$ cat src/rtl/adcrr_pkg.sv
package adcrr_pkg;

    typedef enum logic [1:0] {
        MODE_OFF        = 2'b00,
        MODE_SINGLE     = 2'b01,
        MODE_REPEAT     = 2'b10,
        MODE_REPEAT_ALT = 2'b11
    } adc_mode_e;

    typedef struct packed {
        logic rd_low;
        logic rd_high;
        logic rd_other;
    } rd_req_t;

endpackage

$ cat src/rtl/adcrr_decode.sv
module adcrr_decode
    import adcrr_pkg::*;
#(
    parameter int unsigned              ADDR_W   = 4,
    parameter logic [ADDR_W-1:0]        LOW_ADDR = 'h6
) (
    input  logic              cpu_rd,
    input  logic [ADDR_W-1:0] cpu_addr,
    output rd_req_t           req
);
    localparam logic [ADDR_W-1:0] HIGH_ADDR = LOW_ADDR + 1'b1;

    always_comb begin
        req          = '0;
        req.rd_low   = cpu_rd && (cpu_addr == LOW_ADDR);
        req.rd_high  = cpu_rd && (cpu_addr == HIGH_ADDR);
        req.rd_other = cpu_rd && !req.rd_low && !req.rd_high;
    end
endmodule

$ cat src/rtl/adcrr_window.sv
module adcrr_window
    import adcrr_pkg::*;
(
    input  logic    clk,
    input  logic    rst_n,
    input  logic    clear,
    input  rd_req_t req,
    input  logic    conv_done,
    output logic    accept,
    output logic    window_open
);
    typedef struct packed {
        logic pend;
    } win_state_t;

    win_state_t state_d, state_q;

    always_comb begin
        state_d = state_q;
        accept  = 1'b0;
        if (clear) begin
            state_d.pend = 1'b0;
        end else begin
            // the low-read cycle already counts as inside the window
            accept = conv_done && !state_q.pend && !req.rd_low;
            if (req.rd_high) begin
                state_d.pend = 1'b0;
            end else if (req.rd_low) begin
                state_d.pend = 1'b1;
            end
        end
    end

    always_ff @(posedge clk or negedge rst_n) begin
        if (!rst_n) begin
            state_q <= '0;
        end else begin
            state_q <= state_d;
        end
    end

    assign window_open = state_q.pend;
endmodule

$ cat src/rtl/adcrr_store.sv
module adcrr_store #(
    parameter int unsigned RES_W = 10
) (
    input  logic             clk,
    input  logic             rst_n,
    input  logic             clear,
    input  logic             accept,
    input  logic [RES_W-1:0] conv_result,
    input  logic             conv_start,
    input  logic             conv_done,
    input  logic             single_mode,
    input  logic             rd_high,
    output logic [RES_W-1:0] result,
    output logic             eoc,
    output logic             irq,
    output logic             busy
);
    typedef struct packed {
        logic [RES_W-1:0] result;
        logic             eoc;
        logic             irq;
        logic             busy;
    } store_t;

    store_t st_d, st_q;

    always_comb begin
        st_d = st_q;
        if (clear) begin
            st_d = '0;
        end else begin
            st_d.irq = accept;
            if (accept) begin
                st_d.result = conv_result;
            end
            if (accept) begin
                st_d.eoc = 1'b1;
            end else if (rd_high || conv_start) begin
                st_d.eoc = 1'b0;
            end
            if (conv_start) begin
                st_d.busy = 1'b1;
            end else if (conv_done && single_mode) begin
                st_d.busy = 1'b0;
            end
        end
    end

    always_ff @(posedge clk or negedge rst_n) begin
        if (!rst_n) begin
            st_q <= '0;
        end else begin
            st_q <= st_d;
        end
    end

    assign result = st_q.result;
    assign eoc    = st_q.eoc;
    assign irq    = st_q.irq;
    assign busy   = st_q.busy;
endmodule

$ cat src/rtl/adcrr_readmux.sv
module adcrr_readmux
    import adcrr_pkg::*;
#(
    parameter int unsigned RES_W  = 10,
    parameter int unsigned DATA_W = 8
) (
    input  logic              clk,
    input  logic              rst_n,
    input  rd_req_t           req,
    input  logic [RES_W-1:0]  result,
    output logic [DATA_W-1:0] rdata
);
    localparam int unsigned HI_BITS = RES_W - DATA_W;
    localparam int unsigned PAD_W   = DATA_W - HI_BITS;

    typedef struct packed {
        logic [DATA_W-1:0] data;
    } rd_state_t;

    rd_state_t rs_d, rs_q;
    logic [DATA_W-1:0] high_byte;

    assign high_byte = {{PAD_W{1'b0}}, result[RES_W-1:DATA_W]};

    always_comb begin
        rs_d = '0;
        if (req.rd_low) begin
            rs_d.data = result[DATA_W-1:0];
        end else if (req.rd_high) begin
            rs_d.data = high_byte;
        end
    end

    always_ff @(posedge clk or negedge rst_n) begin
        if (!rst_n) begin
            rs_q <= '0;
        end else begin
            rs_q <= rs_d;
        end
    end

    assign rdata = rs_q.data;
endmodule

$ cat src/rtl/adc_result_interlock.sv
module adc_result_interlock
    import adcrr_pkg::*;
#(
    parameter int unsigned       RES_W    = 10,
    parameter int unsigned       DATA_W   = 8,
    parameter int unsigned       ADDR_W   = 4,
    parameter logic [ADDR_W-1:0] LOW_ADDR = 'h6
) (
    input  logic              clk,
    input  logic              rst_n,
    input  logic              conv_start,
    input  logic              conv_done,
    input  logic [RES_W-1:0]  conv_result,
    input  logic [1:0]        mode_sel,
    input  logic              low_power,
    input  logic              cpu_rd,
    input  logic [ADDR_W-1:0] cpu_addr,
    output logic [DATA_W-1:0] cpu_rdata,
    output logic              irq,
    output logic              eoc_flag,
    output logic              busy
);
    adc_mode_e        mode_e;
    logic             clear_req;
    logic             single_mode;
    rd_req_t          req;
    logic             accept;
    logic             window_open;
    logic [RES_W-1:0] result_q;

    assign mode_e      = adc_mode_e'(mode_sel);
    assign clear_req   = low_power || (mode_e == MODE_OFF);
    assign single_mode = (mode_e == MODE_SINGLE);

    adcrr_decode #(
        .ADDR_W   (ADDR_W),
        .LOW_ADDR (LOW_ADDR)
    ) u_decode (
        .cpu_rd   (cpu_rd),
        .cpu_addr (cpu_addr),
        .req      (req)
    );

    adcrr_window u_window (
        .clk         (clk),
        .rst_n       (rst_n),
        .clear       (clear_req),
        .req         (req),
        .conv_done   (conv_done),
        .accept      (accept),
        .window_open (window_open)
    );

    adcrr_store #(
        .RES_W (RES_W)
    ) u_store (
        .clk         (clk),
        .rst_n       (rst_n),
        .clear       (clear_req),
        .accept      (accept),
        .conv_result (conv_result),
        .conv_start  (conv_start),
        .conv_done   (conv_done),
        .single_mode (single_mode),
        .rd_high     (req.rd_high),
        .result      (result_q),
        .eoc         (eoc_flag),
        .irq         (irq),
        .busy        (busy)
    );

    adcrr_readmux #(
        .RES_W  (RES_W),
        .DATA_W (DATA_W)
    ) u_readmux (
        .clk    (clk),
        .rst_n  (rst_n),
        .req    (req),
        .result (result_q),
        .rdata  (cpu_rdata)
    );
endmodule

$ cat config.mk
export PLATFORM = sky130hd
export DESIGN_NAME = adc_result_interlock
export DESIGN_NICKNAME = d
export VERILOG_FILES = /design/src/rtl/adcrr_pkg.sv /design/src/rtl/adcrr_decode.sv /design/src/rtl/adcrr_window.sv /design/src/rtl/adcrr_store.sv /design/src/rtl/adcrr_readmux.sv /design/src/rtl/adc_result_interlock.sv
export SDC_FILE = /design/constraint.sdc
export NUM_CORES = 1
export LEC_CHECK = 0
export ABC_AREA = 1
export BUFFER_PORTS_ARGS = -buffer_cell sky130_fd_sc_hd__buf_4
export CAP_MARGIN = 20
export CORE_MARGIN = 4
export CORE_UTILIZATION = 43
export CTS_CLUSTER_DIAMETER = 120
export DETAILED_ROUTE_END_ITERATION = 6
export PLACE_DENSITY = 0.79
export SYNTH_ARGS = -nofsm -noshare
export SYNTH_HDL_FRONTEND = slang
export SYNTH_SLANG_ARGS = --single-unit
$ cat constraint.sdc
create_clock -name clk -period 0.85 [get_ports clk]
set_input_delay 0.085 -clock clk [delete_from_list [all_inputs] [get_ports clk]]
set_output_delay 0.085 -clock clk [all_outputs]
set_load 0.02 [all_outputs]
After elaboration in Yosys (flattened, before gate mapping):

Cells that the tools add are included.

* flip-flop bits (word level): 22
* bits of input ports: 22
* word-level logic and storage cells: 35
* output and inout port bits: 11

* reductions and logical operators: 14
* equality and inequality tests: 3
* muxes and demuxes: 12

Operators with widths (count)
* $mux 13: 1
* $mux 10: 1
* $reduce_bool 3->1: 3
* $eq 4x3->1 const B: 2
* $mux 1: 8
* $mux 8: 1
* $logic_and 1x1->1: 5
* $eq 2x1->1 const B: 1
* $logic_not 1->1: 2
* $logic_not 2->1: 1
* $logic_or 1x1->1: 2
* $mux 2: 1
* $reduce_bool 2->1: 1

Logic depth before layout (Yosys ltp):

Gate-level depths: netlist (run 1).

* depth in word-level cells: 7
* mapped depth: 6
* depth with buffers taken out: 6

Hierarchy:

Synthesis (run 1) repeated with hierarchy kept, for this count alone.

* cell total of the unflattened synthesis: 108
* area, all modules: 955.9 um^2

By module, submodules not included
* adcrr_store: area an instance 551.8 um^2, cells each 56, instances 1
* adcrr_readmux: area an instance 285.3 um^2, cells each 28, instances 1
* adcrr_window: area an instance 62.6 um^2, cells each 11, instances 1
* adcrr_decode: area an instance 40.0 um^2, cells each 9, instances 1
* adc_result_interlock: area an instance 16.3 um^2, cells each 4, instances 1

Worst setup path before layout (run 1):

No wires, ideal clock.

* path type: reg2reg
* start: register u_window.state_q, in the netlist u_window.window_open
* end: register u_store.st_q (netlist bit u_store.result[8])
* data arrival time: 853 ps
* data required time: 785 ps
* slack: -68 ps
* period minus slack after synthesis: 918 ps
* setup time: 65 ps
* cell stages (with the launch flop): 5
* cell sequence: dfrtp_1 -> nor2_4 -> buf_4 -> nand4_1 -> nand2_1

* longest elaborated chain between the ends: 5

RTL lines
* from (decl): RTL line adcrr_window.sv:16 `win_state_t state_d, state_q;`
* from (signal assigned): RTL line adcrr_window.sv:38 `state_q <= state_d;`
* $logic_not 1->1: RTL line adcrr_window.sv:25 `accept = conv_done && !state_q.pend && !req.rd_low;`
* $logic_and 1x1->1 (2 in a row): RTL line adcrr_window.sv:25
* $mux 1: RTL line adcrr_window.sv:21 `if (clear) begin`
* $reduce_bool 2->1 (no source line)
* to (signal assigned): RTL line adcrr_store.sv:53 `st_q <= st_d;`
* to (decl): RTL line adcrr_store.sv:25 `store_t st_d, st_q;`

Every way passes these cells.
A chain may end at the register's enable or synchronous reset.

Final worst setup path (run 1):

* start: register u_window.state_q, in the netlist u_window.window_open
* end: register u_store.st_q (netlist bit u_store.result[7])

The elaborated chain is that of the path after synthesis.

==> results.md, run 1 <==
| Result | Reported | Unit |
|---|---|---|
| Sinks on Clock Net | 22 | - |
| Count of state elements after synthesis | 22 | - |
| Critical Path Source Type | flip-flop | - |
| Total half-perimeter wirelength after legalization and detailed placement | 1.57 | mm |
| Time the final worst path needs with I/O delays and setup | 1.00 | ns |
| Die outline height | 55.9 | um |
| List of most frequent post-synthesis cells | 22 x sky130_fd_sc_hd__dfrtp_1, 15 x sky130_fd_sc_hd__inv_1, 15 x sky130_fd_sc_hd__nand2_1 | - |
| GR peak layer | met2 | - |
| GRT Residual Overflow | 0 | - |
| Number of global-route vias before repair | 892 | - |
| Net count of the finished layout | 161 | - |
| Ranking of synthesized cells by area | sky130_fd_sc_hd__dfrtp_1 56%, sky130_fd_sc_hd__nand4_1 6.3%, sky130_fd_sc_hd__inv_1 5.7% | - |
| Count of inserted antenna diode cells | 0 | - |
| Total Routed Length | 2.21 | mm |
| Initial antenna violation count | 0 | - |
| Worst path required time | 1.10 | ns |
| Synthesized area | 988 | um2 |
| GRT met3 Usage | 2.09 | % |
| Placed Cells | 158 | - |
| Final-report setup violation count | 23 | - |
| Clock-pin transition on the worst setup and hold timing paths | 0.12 | ns |
| Final setup slack of the worst path | -0.153 | ns |
| Clock tree from TritonCTS | built | - |
| Number of iterations in the first detailed-routing pass | 3 | - |
| Fin. max-slew vios | 0 | - |
| Reported max-cap violation count | 0 | - |
| Leak | 0.721 | nW |
| Number of endpoints with negative hold slack in the final report | 0 | - |
| Signed area change from the synthesized netlist to the final layout | 42.0 | % |
| Largest net degree at the start of global routing | 24 | - |
| Met2 Use GR | 29.6 | % |
| Worst Hold Class | input pin to flip-flop | - |
| Clock root cell | sky130_fd_sc_hd__clkbuf_4 | - |
| Critical Setup Path Class | flip-flop to flip-flop | - |
| Final std cells w/o fill | 166 | - |
| Transition time of the tightest slew-check pin | 0.502 | ns |
| Crit path max fanout | 5 | - |
| Post-placement setup slack | -0.149 | ns |
| Gate count of the mapped netlist | 99 | - |
| Ratio of total power to cell area | 1570 | nW/um2 |
| Final routed wire length divided by cell count | 13.3 | um |
| Total I/O pin count | 33 | - |
| RSZ-0062 raised after global routing | true | - |
| Insertion delay of the later-clocked pin in the worst-skew pair | 0.30 | ns |
| Number of standard-cell rows in the floorplan | 17 | - |
| Synth top area share | 55.7 | % |
| Input/output buffers | 32 | - |
| CTS buffer count | 3 | - |
| Number of distinct library cells after synthesis | 18 | - |
| Fill count | 175 | - |
| Total vias in the final route | 810 | - |
| Via/cell ratio | 4.88 | - |
| Tightest hold margin | 0.0268 | ns |
| Arrival time at the worst endpoint | 1.25 | ns |
| Run status | finished with violations | - |
| Total die area | 3130 | um2 |
| Warnings, synthesis | 0 | - |
| Failing checks | negative setup slack | - |
| Share of synthesized registers carrying an async set or reset | 100 | % |
| Top-count cell post-synth | sky130_fd_sc_hd__dfrtp_1 | - |
| Number of synthesized flops with an enable pin | 0 | - |
| Util after Layout | 64.1 | % |
| Period Utilization, post-route | 118 | % |
| Die X-Extent | 55.9 | um |
| Initial standard-cell utilization of the core | 45.1 | % |
| Sequential area share after synthesis | 55.7 | % |
| Endpoint class of the critical path | flip-flop | - |
| Sum of negative setup slack | -2.32 | ns |
| Max H-tree Level | 1 | - |
| Final routed DRC violation total | 0 | - |
| Area of the core region | 2190 | um2 |
| Top FF cell, synth | sky130_fd_sc_hd__dfrtp_1 | - |
| Wire length of the first global-routing pass | 3.86 | mm |
| Layout cells sized above 1 | 39.9 | % |
| 1st-iter DRT viols | 7 | - |
| Max Root-Sink Buffers | 2 | - |
| Last weighted congestion value of the routability-driven placer | 0.686 | - |
| Rel. slew slack | 66.5 | % |
| Global-route usage over all layers | 15.9 | % |
| Max IR drop VDD | 844 | uV |
| Avg Cell Area, Syn | 9.98 | um2 |
| Maximum frequency from static timing analysis | 0.997 | GHz |
| Antenna violation net count after detailed routing | 0 | - |
| Syn nets | 121 | - |
| Worst clock skew | 0.00227 | ns |
| Cell taking the most area after synthesis | sky130_fd_sc_hd__dfrtp_1 | - |
| Global Route met1 Usage | 17.0 | % |
[power breakdown]
part | total (mW) | leakage, nW | internal [mW] | switching [mW]
Clock | 0.788 | 0.0279 | 0.476 | 0.312
Sequential | 1.10 | 0.300 | 1.08 | 0.0209
Combinational | 0.307 | 0.393 | 0.151 | 0.156
[state kept, by name, summed over array words and instances, names as in the netlist]
register and cells:
u_store.result 10, u_readmux.rdata 8, u_store.busy 1, u_store.eoc 1
u_store.irq 1, u_window.window_open 1
[per-layer routing]
metal	part of all wire (%)	vias to the layer above
li1	-	398
met1	38	387
met2	56	21
met3	4.1	4
met4	1.9	0
met5	0	-
[critical path, stage by stage, from the launching register on]
cell                      delay, ns
sky130_fd_sc_hd__dfrtp_1       0.43
sky130_fd_sc_hd__nor2_4        0.20
sky130_fd_sc_hd__buf_6         0.14
sky130_fd_sc_hd__nand4_1       0.09
sky130_fd_sc_hd__nand2_1       0.10
[cell usage in the layout, fill, tap and decap left out]
cell	synthesis	routed
sky130_fd_sc_hd__nor2_4	3	3
sky130_fd_sc_hd__o21ai_1	1	1
sky130_fd_sc_hd__bufinv_16	0	1
sky130_fd_sc_hd__inv_1	15	15
sky130_fd_sc_hd__inv_2	2	2
sky130_fd_sc_hd__a21boi_1	1	1
sky130_fd_sc_hd__dfrtp_1	22	22
sky130_fd_sc_hd__nand2_1	15	15
sky130_fd_sc_hd__nand3_4	1	1
sky130_fd_sc_hd__buf_4	2	24
sky130_fd_sc_hd__nand3_1	11	11
sky130_fd_sc_hd__nand2_4	1	1
sky130_fd_sc_hd__nor2_2	1	1
sky130_fd_sc_hd__a21oi_2	1	1
sky130_fd_sc_hd__dlygate4sd3_1	0	1
sky130_fd_sc_hd__buf_12	0	2
sky130_fd_sc_hd__nand4_1	10	10
sky130_fd_sc_hd__clkbuf_4	0	3
sky130_fd_sc_hd__nor2_1	7	7
sky130_fd_sc_hd__buf_6	3	13
sky130_fd_sc_hd__nand3_2	1	1
sky130_fd_sc_hd__o22ai_2	2	2
[through the flow]
step           cell area [um2]  total power [mW]
2_1_floorplan              992              1.26
3_3_place_gp              1270              1.39
3_5_place_dp              1270              1.40
4_1_cts                   1400              2.22
5_1_grt                   1400              2.29
6_report                  1400              2.20
[final cells by class]
class / count / area, um2 / area share [%]
multi-input cells: 55 / 325 / 23.2
clock buffers: 3 / 22.5 / 1.60
inverters: 17 / 63.8 / 4.55
clock inverters: 1 / 30.0 / 2.14
flip-flops and latches: 22 / 551 / 39.2
repair buffers: 40 / 377 / 26.8
well taps: 28 / 35.0 / 2.50
[worst paths after layout]
check                                     start                 end  slack [ns]  depth (start not counted)
setup reg to reg           u_window.window_open   u_store.result[7]       -0.15                          4
max in group asynchronous                 rst_n        u_store.busy        0.44                          2
setup / recovery           u_window.window_open   u_store.result[7]       -0.15                          4
hold reg to reg               u_store.result[3]  u_readmux.rdata[3]        0.50                          2
hold / removal                   conv_result[4]   u_store.result[4]        0.03                          3
min in group asynchronous                 rst_n   u_store.result[4]        0.20                          2
[timing repair]
action,4_1_cts,5_1_grt
cloned,0,0
pin swaps,7,7
endpoints found under the setup margin,22,23
hold buffers,1,0
endpoints found under the hold margin,22,0
buffers inserted,2,1
resized for setup,13,0
[logic make-up after synthesis]
group,count (synthesis),share of synthesized area [%]
AOI/OAI and AO/OA,5,4.68
and+or+nand+nor,50,28.2
DFF,22,55.7
buffers and inverters,22,11.4
Power figures use the tool's default switching activity.
==> inputs of run 2 (changes only) <==
--- a/config.mk
+++ b/config.mk
@@ -9,10 +9,10 @@
 export BUFFER_PORTS_ARGS = -buffer_cell sky130_fd_sc_hd__buf_4
 export CAP_MARGIN = 20
 export CORE_MARGIN = 4
-export CORE_UTILIZATION = 43
+export CORE_UTILIZATION = 48
 export CTS_CLUSTER_DIAMETER = 120
 export DETAILED_ROUTE_END_ITERATION = 6
-export PLACE_DENSITY = 0.79
+export PLACE_DENSITY = 0.83
 export SYNTH_ARGS = -nofsm -noshare
 export SYNTH_HDL_FRONTEND = slang
 export SYNTH_SLANG_ARGS = --single-unit
==> constraint.sdc (replaced) <==
create_clock -name clk -period 1.1 [get_ports clk]
set_input_delay 0.11 -clock clk [delete_from_list [all_inputs] [get_ports clk]]
set_output_delay 0.11 -clock clk [all_outputs]
set_load 0.02 [all_outputs]
==> results.md, run 2 (synthesis results as in run 1) <==
| Result | Reported | Unit | vs previous |
|---|---|---|---|
| Sum of negative setup slack | 0 | ns | +2.32 ns |
| Area of the core region | 1960 | um2 | -10% |
| Total die area | 2850 | um2 | -9.0% |
| Ratio of total power to cell area | 1160 | nW/um2 | -26% |
| FF-to-FF path depth | 4 | - | unchanged |
| Max Root-Sink Buffers | 2 | - | unchanged |
| Endpoint class of the critical path | flip-flop | - |  |
| Die outline height | 53.4 | um | -4.6% |
| Startpoint of the worst-slack reg-to-reg timing path | u_window.window_open | - |  |
| Post-place instance area | 1220 | um2 | -3.8% |
| Total vias in the final route | 792 | - | -2.2% |
| GRT Residual Overflow | 0 | - | unchanged |
| Run status | complete, no violations | - |  |
| Final routed wire length divided by cell count | 11.9 | um | -10% |
| Rel. slew slack | 67.9 | % | +1.4 points |
| Worst path required time | 1.34 | ns | +0.24 ns |
| Initial antenna violation count | 0 | - | unchanged |
| Max H-tree Level | 1 | - | unchanged |
| Final routed DRC violation total | 0 | - | unchanged |
| Max FFs per register | 10 | - | unchanged |
| Signed area change from the synthesized netlist to the final layout | 30.5 | % |  |
| Input/output buffers | 32 | - | unchanged |
| Wire length of the first global-routing pass | 3.24 | mm | -16% |
| Register-to-register setup slack | 0.07 | ns | +0.22 ns |
| Final-report setup violation count | 0 | - | -100% |
| Max IR drop VDD | 651 | uV | -23% |
| Die X-Extent | 53.4 | um | -4.6% |
| Critical Path Source Type | flip-flop | - |  |
| Last weighted congestion value of the routability-driven placer | 0.790 | - | +15% |
| Reported max-cap violation count | 0 | - | unchanged |
| Cell-by-cell listing of the critical path | nor2_4, buf_4, nand4_1, nand2_1 | - |  |
| Placed Cells | 154 | - | -2.5% |
| Worst Hold Class | input pin to flip-flop | - |  |
| Time the final worst path needs with I/O delays and setup | 1.03 | ns | +0.0312 ns |
| Number of standard-cell rows in the floorplan | 16 | - | -1 |
| Clock tree from TritonCTS | built | - |  |
| Clock root cell | sky130_fd_sc_hd__clkbuf_4 | - |  |
| Total half-perimeter wirelength after legalization and detailed placement | 1.48 | mm | -5.4% |
| Maximum frequency from static timing analysis | 0.967 | GHz | -3.0% |
| Fill count | 166 | - | -5.1% |
| Antenna violation net count after detailed routing | 0 | - | unchanged |
| Commonest cells after routing, fill and taps aside | 36 x sky130_fd_sc_hd__buf_4, 22 x sky130_fd_sc_hd__dfrtp_1, 15 x sky130_fd_sc_hd__inv_1, 15 x sky130_fd_sc_hd__nand2_1, 11 x sky130_fd_sc_hd__nand3_1 | - |  |
| Cell with the largest stage delay on the worst path | sky130_fd_sc_hd__dfrtp_1 | - |  |
| Global-route usage over all layers | 15.6 | % | -0.26 points |
| Hold endpoint | u_store.result[6] | - |  |
| Layout cells sized above 1 | 38.5 | % | -1.3 points |
| Number of iterations in the first detailed-routing pass | 4 | - | +1 |
| Total I/O pin count | 33 | - | unchanged |
| Crit Reg-Reg Endpoint | u_store.result[7] | - |  |
| Most common cell after layout, fill and taps aside | sky130_fd_sc_hd__buf_4 | - |  |
| Total Routed Length | 1.93 | mm | -13% |
| Fin. max-slew vios | 0 | - | unchanged |
| Worst clock skew | 0.00321 | ns | +0.000934 ns |
| Startpoint of the worst hold path | conv_result[6] | - |  |
| Number of endpoints with negative hold slack in the final report | 0 | - | unchanged |
| Worst stage delay on the critical path | 0.42 | ns | about the same |
| Arrival time at the worst endpoint | 1.28 | ns | +0.03 ns |
| Clock-pin transition on the worst setup and hold timing paths | 0.12 | ns | about the same |
| Via/cell ratio | 4.89 | - | +0.19% |
| Quantity of gates resized following cts | 0 | - | -13 |
| Leak | 0.678 | nW | -6.0% |
| Transition time of the tightest slew-check pin | 0.480 | ns | -0.0217 ns |
| Critical Setup Path Class | flip-flop to flip-flop | - |  |
| Initial standard-cell utilization of the core | 50.4 | % | +5.3 points |
| Cell depth of the worst hold path | 3 | - | unchanged |
| Count of inserted antenna diode cells | 0 | - | unchanged |
| Final std cells w/o fill | 162 | - | -2.4% |
| Crit path max fanout | 7 | - | +2 |
| Util after Layout | 65.8 | % | +1.7 points |
| Period Utilization, post-route | 94.1 | % | -24 points |
| Insertion delay of the later-clocked pin in the worst-skew pair | 0.29 | ns | about the same |
| Final instance area | 1290 | um2 | -8.1% |
| Sinks on Clock Net | 22 | - | unchanged |
| CTS buffer count | 3 | - | unchanged |
| Largest net degree at the start of global routing | 24 | - | unchanged |
| Number of global-route vias before repair | 769 | - | -14% |
| 1st-iter DRT viols | 9 | - | +2 |
| Net count of the finished layout | 158 | - | -1.9% |
[run 2: worst max-delay path by stage]
stage	slack [ns]	to	from	cells past startpoint
4_1_cts	0.03	u_store.result[8]	u_window.window_open	4
5_1_grt	-0.009	u_store.result[8]	u_window.window_open	4
2_1_floorplan	0.18	u_store.result[8]	u_window.window_open	4
3_5_place_dp	0.04	u_store.result[7]	cpu_addr[3]	6
3_3_place_gp	0.09	u_store.result[8]	u_window.window_open	4
6_report	0.07	u_store.result[7]	u_window.window_open	4
[run 2: stage by stage]
stage	hold WS, ns	total power [mW]	setup WS, ns
5_1_grt	0.0579	1.56	-0.00900
3_5_place_dp	0.00716	1.07	0.0405
3_3_place_gp	0.0110	1.07	0.0879
2_1_floorplan	-0.186	0.972	0.182
4_1_cts	0.0466	1.50	0.0283
6_report	0.0510	1.49	0.0654
[run 2: metal layers]
| layer | vias to the layer above | track usage [%] | wire length, um |
|---|---|---|---|
| met4 | 0 | 6.38 | 18 |
| li1 | 393 | - | - |
| met1 | 374 | 19.6 | 807 |
| met2 | 23 | 26.9 | 1000 |
| met3 | 2 | 1.69 | 96 |
| met5 | - | 0 | 0 |
[run 2: report_power, final]
group          internal [mW]  total (mW)  leakage [nW]  switching, mW
clock                  0.201       0.429        0.0210          0.228
sequential             0.835       0.850         0.300         0.0146
combinational         0.0999       0.215         0.356          0.115
total                   1.14        1.49         0.678          0.357
[run 2: repair_timing]
item,CTS,global route
buffers inserted,0,3
hold buffers,1,0
endpoints found under the setup margin,0,6
hold endpoints to repair,22,0
[run 2: layout make-up]
cell class	instances	area, um2	area share (%)
Sequential cell	22	551	42.7
Timing Repair Buffer	37	280	21.7
Clock buffer	4	36.3	2.81
Multi-Input combinational cell	55	325	25.2
Tap cell	27	33.8	2.62
Inverter	17	63.8	4.95
[run 2: worst max-delay path: cells and delay by family, from the launching register on]
kind,cells,cell delay [ns]
flip-flops,1,0.42
AND/OR/NAND/NOR,3,0.38
buffers and inverters,1,0.18
==> inputs of run 3 (changes only) <==
--- a/config.mk
+++ b/config.mk
@@ -5,14 +5,14 @@
 export SDC_FILE = /design/constraint.sdc
 export NUM_CORES = 1
 export LEC_CHECK = 0
-export ABC_AREA = 1
 export BUFFER_PORTS_ARGS = -buffer_cell sky130_fd_sc_hd__buf_4
 export CAP_MARGIN = 20
 export CORE_MARGIN = 4
-export CORE_UTILIZATION = 48
+export CORE_UTILIZATION = 47
 export CTS_CLUSTER_DIAMETER = 120
 export DETAILED_ROUTE_END_ITERATION = 6
-export PLACE_DENSITY = 0.83
+export PLACE_DENSITY = 0.82
+export SETUP_SLACK_MARGIN = 0.02
 export SYNTH_ARGS = -nofsm -noshare
 export SYNTH_HDL_FRONTEND = slang
 export SYNTH_SLANG_ARGS = --single-unit
==> results.md, run 3 <==
| Result | Reported | Unit | vs previous |
|---|---|---|---|
| Run status | finished with violations | - |  |
| Failing checks | negative setup slack | - |  |
| Commonest cells after routing, fill and taps aside | 33 x sky130_fd_sc_hd__buf_4, 22 x sky130_fd_sc_hd__dfrtp_1, 20 x sky130_fd_sc_hd__nand2_1, 12 x sky130_fd_sc_hd__mux2i_1, 6 x sky130_fd_sc_hd__and3_1 | - |  |
| Endpoint class of the critical path | flip-flop | - |  |
| Wire length of the first global-routing pass | 3.06 | mm | -5.8% |
| Die X-Extent | 52.9 | um | -0.97% |
| Warnings, synthesis | 0 | - | unchanged |
| Final routed DRC violation total | 0 | - | unchanged |
| Tightest hold margin | 0.0234 | ns | -0.0276 ns |
| Initial antenna violation count | 0 | - | unchanged |
| Most common cell after layout, fill and taps aside | sky130_fd_sc_hd__buf_4 | - |  |
| Number of distinct library cells after synthesis | 22 | - | +4 |
| Combined buffer and inverter count along the critical path | 1 | - | unchanged |
| Number of standard-cell rows in the floorplan | 15 | - | -1 |
| Total vias in the final route | 715 | - | -9.7% |
| Total half-perimeter wirelength after legalization and detailed placement | 1.44 | mm | -2.5% |
| Ranking of synthesized cells by area | sky130_fd_sc_hd__dfrtp_1 58%, sky130_fd_sc_hd__mux2i_1 13%, sky130_fd_sc_hd__nand2_1 7.9% | - |  |
| Sequential area share after synthesis | 58.2 | % | +2.5 points |
| Share of synthesized registers carrying an async set or reset | 100 | % | unchanged |
| Maximum frequency from static timing analysis | 0.880 | GHz | -9.0% |
| Max H-tree Level | 1 | - | unchanged |
| Worst path depth | 4 | - | unchanged |
| Final-report setup violation count | 8 | - | +8 |
| Initial standard-cell utilization of the core | 52.0 | % | +1.6 points |
| Top-count cell post-synth | sky130_fd_sc_hd__dfrtp_1 | - |  |
| GRT Residual Overflow | 0 | - | unchanged |
| Avg Cell Area, Syn | 11.5 | um2 | +16% |
| Count of state elements after synthesis | 22 | - | unchanged |
| Input/output buffers | 32 | - | unchanged |
| Global-route usage over all layers | 14.9 | % | -0.73 points |
| Clock root cell | sky130_fd_sc_hd__clkbuf_4 | - |  |
| Layout cells sized above 1 | 35.0 | % | -3.5 points |
| Sinks on Clock Net | 22 | - | unchanged |
| Number of iterations in the first detailed-routing pass | 4 | - | unchanged |
| RSZ-0062 raised after global routing | true | - |  |
| Number of global-route vias before repair | 727 | - | -5.5% |
| Worst clock skew | 0.00539 | ns | +0.00219 ns |
| Leak | 0.678 | nW | about the same |
| Register-to-register setup slack | -0.04 | ns | -0.10 ns |
| Top FF cell, synth | sky130_fd_sc_hd__dfrtp_1 | - |  |
| Critical Path Source Type | flip-flop | - |  |
| Worst stage delay on the critical path | 0.41 | ns | about the same |
| Fin. max-slew vios | 0 | - | unchanged |
| Die outline height | 52.9 | um | -0.97% |
| Arrival time at the worst endpoint | 1.38 | ns | +0.10 ns |
| Placed Cells | 137 | - | -11% |
| Critical Setup Path Class | flip-flop to flip-flop | - |  |
| Synthesized area | 946 | um2 | -4.3% |
| Via/cell ratio | 5.04 | - | +3.0% |
| Max IR drop VDD | 960 | uV | +47% |
| Max FFs per register | 10 | - | unchanged |
| Number of synthesized flops with an enable pin | 0 | - | unchanged |
| Clock tree from TritonCTS | built | - |  |
| Reported max-cap violation count | 0 | - | unchanged |
| Cell depth of the worst hold path | 2 | - | -1 |
| Cell-by-cell listing of the critical path | nand2b_4, a21oi_4, buf_12, mux2i_1 | - |  |
| 1st-iter DRT viols | 8 | - | -1 |
| Gate count of the mapped netlist | 82 | - | -17% |
| Post-place instance area | 1210 | um2 | -0.72% |
| Total Routed Length | 1.93 | mm | +0.16% |
| Clock-pin transition on the worst setup and hold timing paths | 0.13 | ns | about the same |
| FF-to-FF path depth | 4 | - | unchanged |
| List of most frequent post-synthesis cells | 22 x sky130_fd_sc_hd__dfrtp_1, 20 x sky130_fd_sc_hd__nand2_1, 12 x sky130_fd_sc_hd__mux2i_1 | - |  |
| Max Root-Sink Buffers | 2 | - | unchanged |
| Count of inserted antenna diode cells | 0 | - | unchanged |
| Net count of the finished layout | 140 | - | -11% |
| Period Utilization, post-route | 103 | % | +9.3 points |
| Ratio of total power to cell area | 1330 | nW/um2 | +14% |
| Rel. slew slack | 72.0 | % | +4.1 points |
| Insertion delay of the later-clocked pin in the worst-skew pair | 0.31 | ns | +0.02 ns |
| Time the final worst path needs with I/O delays and setup | 1.14 | ns | +0.102 ns |
| CP top delay family | flip-flops | - |  |
| Cell taking the most area after synthesis | sky130_fd_sc_hd__dfrtp_1 | - |  |
| Last weighted congestion value of the routability-driven placer | 0.699 | - | -12% |
| Number of endpoints with negative hold slack in the final report | 0 | - | unchanged |
| Transition time of the tightest slew-check pin | 0.420 | ns | -0.0601 ns |
| Total I/O pin count | 33 | - | unchanged |
| Signed area change from the synthesized netlist to the final layout | 34.8 | % |  |
| Total power | 1.69 | mW | +13% |
| Total die area | 2790 | um2 | -1.9% |
| Post-placement setup slack | -0.0149 | ns | -0.0555 ns |
| Worst path required time | 1.34 | ns | about the same |
| Area of the core region | 1820 | um2 | -7.2% |
| Final setup slack of the worst path | -0.0368 | ns | -0.102 ns |
| Crit path max fanout | 12 | - | +5 |
| Final routed wire length divided by cell count | 13.6 | um | +14% |
| CTS buffer count | 3 | - | unchanged |
| Largest net degree at the start of global routing | 23 | - | -4.2% |
| Antenna violation net count after detailed routing | 0 | - | unchanged |
| Final instance area | 1270 | um2 | -1.2% |
| Final std cells w/o fill | 142 | - | -12% |
| Cell with the largest stage delay on the worst path | sky130_fd_sc_hd__dfrtp_1 | - |  |
| Post-CTS setup buffer count | 0 | - | unchanged |
| Worst Hold Class | input pin to flip-flop | - |  |
| Synth top area share | 58.2 | % | +2.5 points |
| Syn nets | 104 | - | -14% |
-- run 3: cell types whose count changed in the layout (fill, tap and decap cells not counted), sizes merged, moves of 4 or more --
| cell | before | now |
|---|---|---|
| and3 | 0 | 6 |
| inv | 17 | 1 |
| mux2i | 0 | 12 |
| nand2 | 16 | 20 |
| nand3 | 13 | 0 |
| nand4 | 10 | 0 |
| nor2 | 11 | 4 |
-- run 3: path summary, 6_finish.rpt --
check | startpoint | endpoint
hold reg to reg | u_store.result[3] | u_readmux.rdata[3]
min in group asynchronous | rst_n | u_readmux.rdata[2]
setup reg to reg | u_window.window_open | u_store.result[8]
setup / recovery | u_window.window_open | u_store.result[8]
max in group asynchronous | rst_n | u_store.result[1]
hold / removal | cpu_addr[0] | u_window.window_open
-- run 3: where the power goes --
| part | internal, mW | total, mW | leakage (nW) | switching [mW] |
|---|---|---|---|---|
| clock | 0.368 | 0.625 | 0.0279 | 0.257 |
| sequential | 0.836 | 0.850 | 0.300 | 0.0137 |
| combinational | 0.112 | 0.216 | 0.350 | 0.104 |
| total | 1.32 | 1.69 | 0.678 | 0.374 |
-- run 3: metrics by stage --
stage | TNS [ns] | utilization, %
finish | -0.106 | 70.0
floorplan | 0 | -
detailed placement | -0.0149 | 66.6
CTS | -0.123 | 70.0
global route | -0.470 | 70.0
global placement | 0 | 66.6
-- run 3: repair_timing --
action / 4_1_cts / 5_1_grt
pin swaps: 0 / 0
endpoints found under the setup margin: 10 / 11
hold buffers: 1 / 0
endpoints found under the hold margin: 22 / 0
resized for setup: 0 / 0
-- run 3: cell type report --
type	count	area (um2)
inverter	1	3.75
multi-input combinational	55	359
clock buffer	3	22.5
tap	25	31.3
fill	144	546
clock inverter	1	30.0
sequential	22	551
timing repair buffer	35	278
-- run 3: kinds of logic (layout without fill, tap and decap cells) --
logic type,after synthesis,count (layout),synth area share [%]
simple gates,36,36,18.1
flops,22,22,58.2
mux,12,12,12.7
compound gates,7,7,6.35
buf+inv,5,40,4.63
-- run 3: metal layers --
metal,track usage (%),share of wire (%),vias up
met2,29.3,52,27
met3,2.54,7.2,2
met4,3.83,0.98,0
li1,-,-,345
met5,0,0,-
met1,16.0,40,341
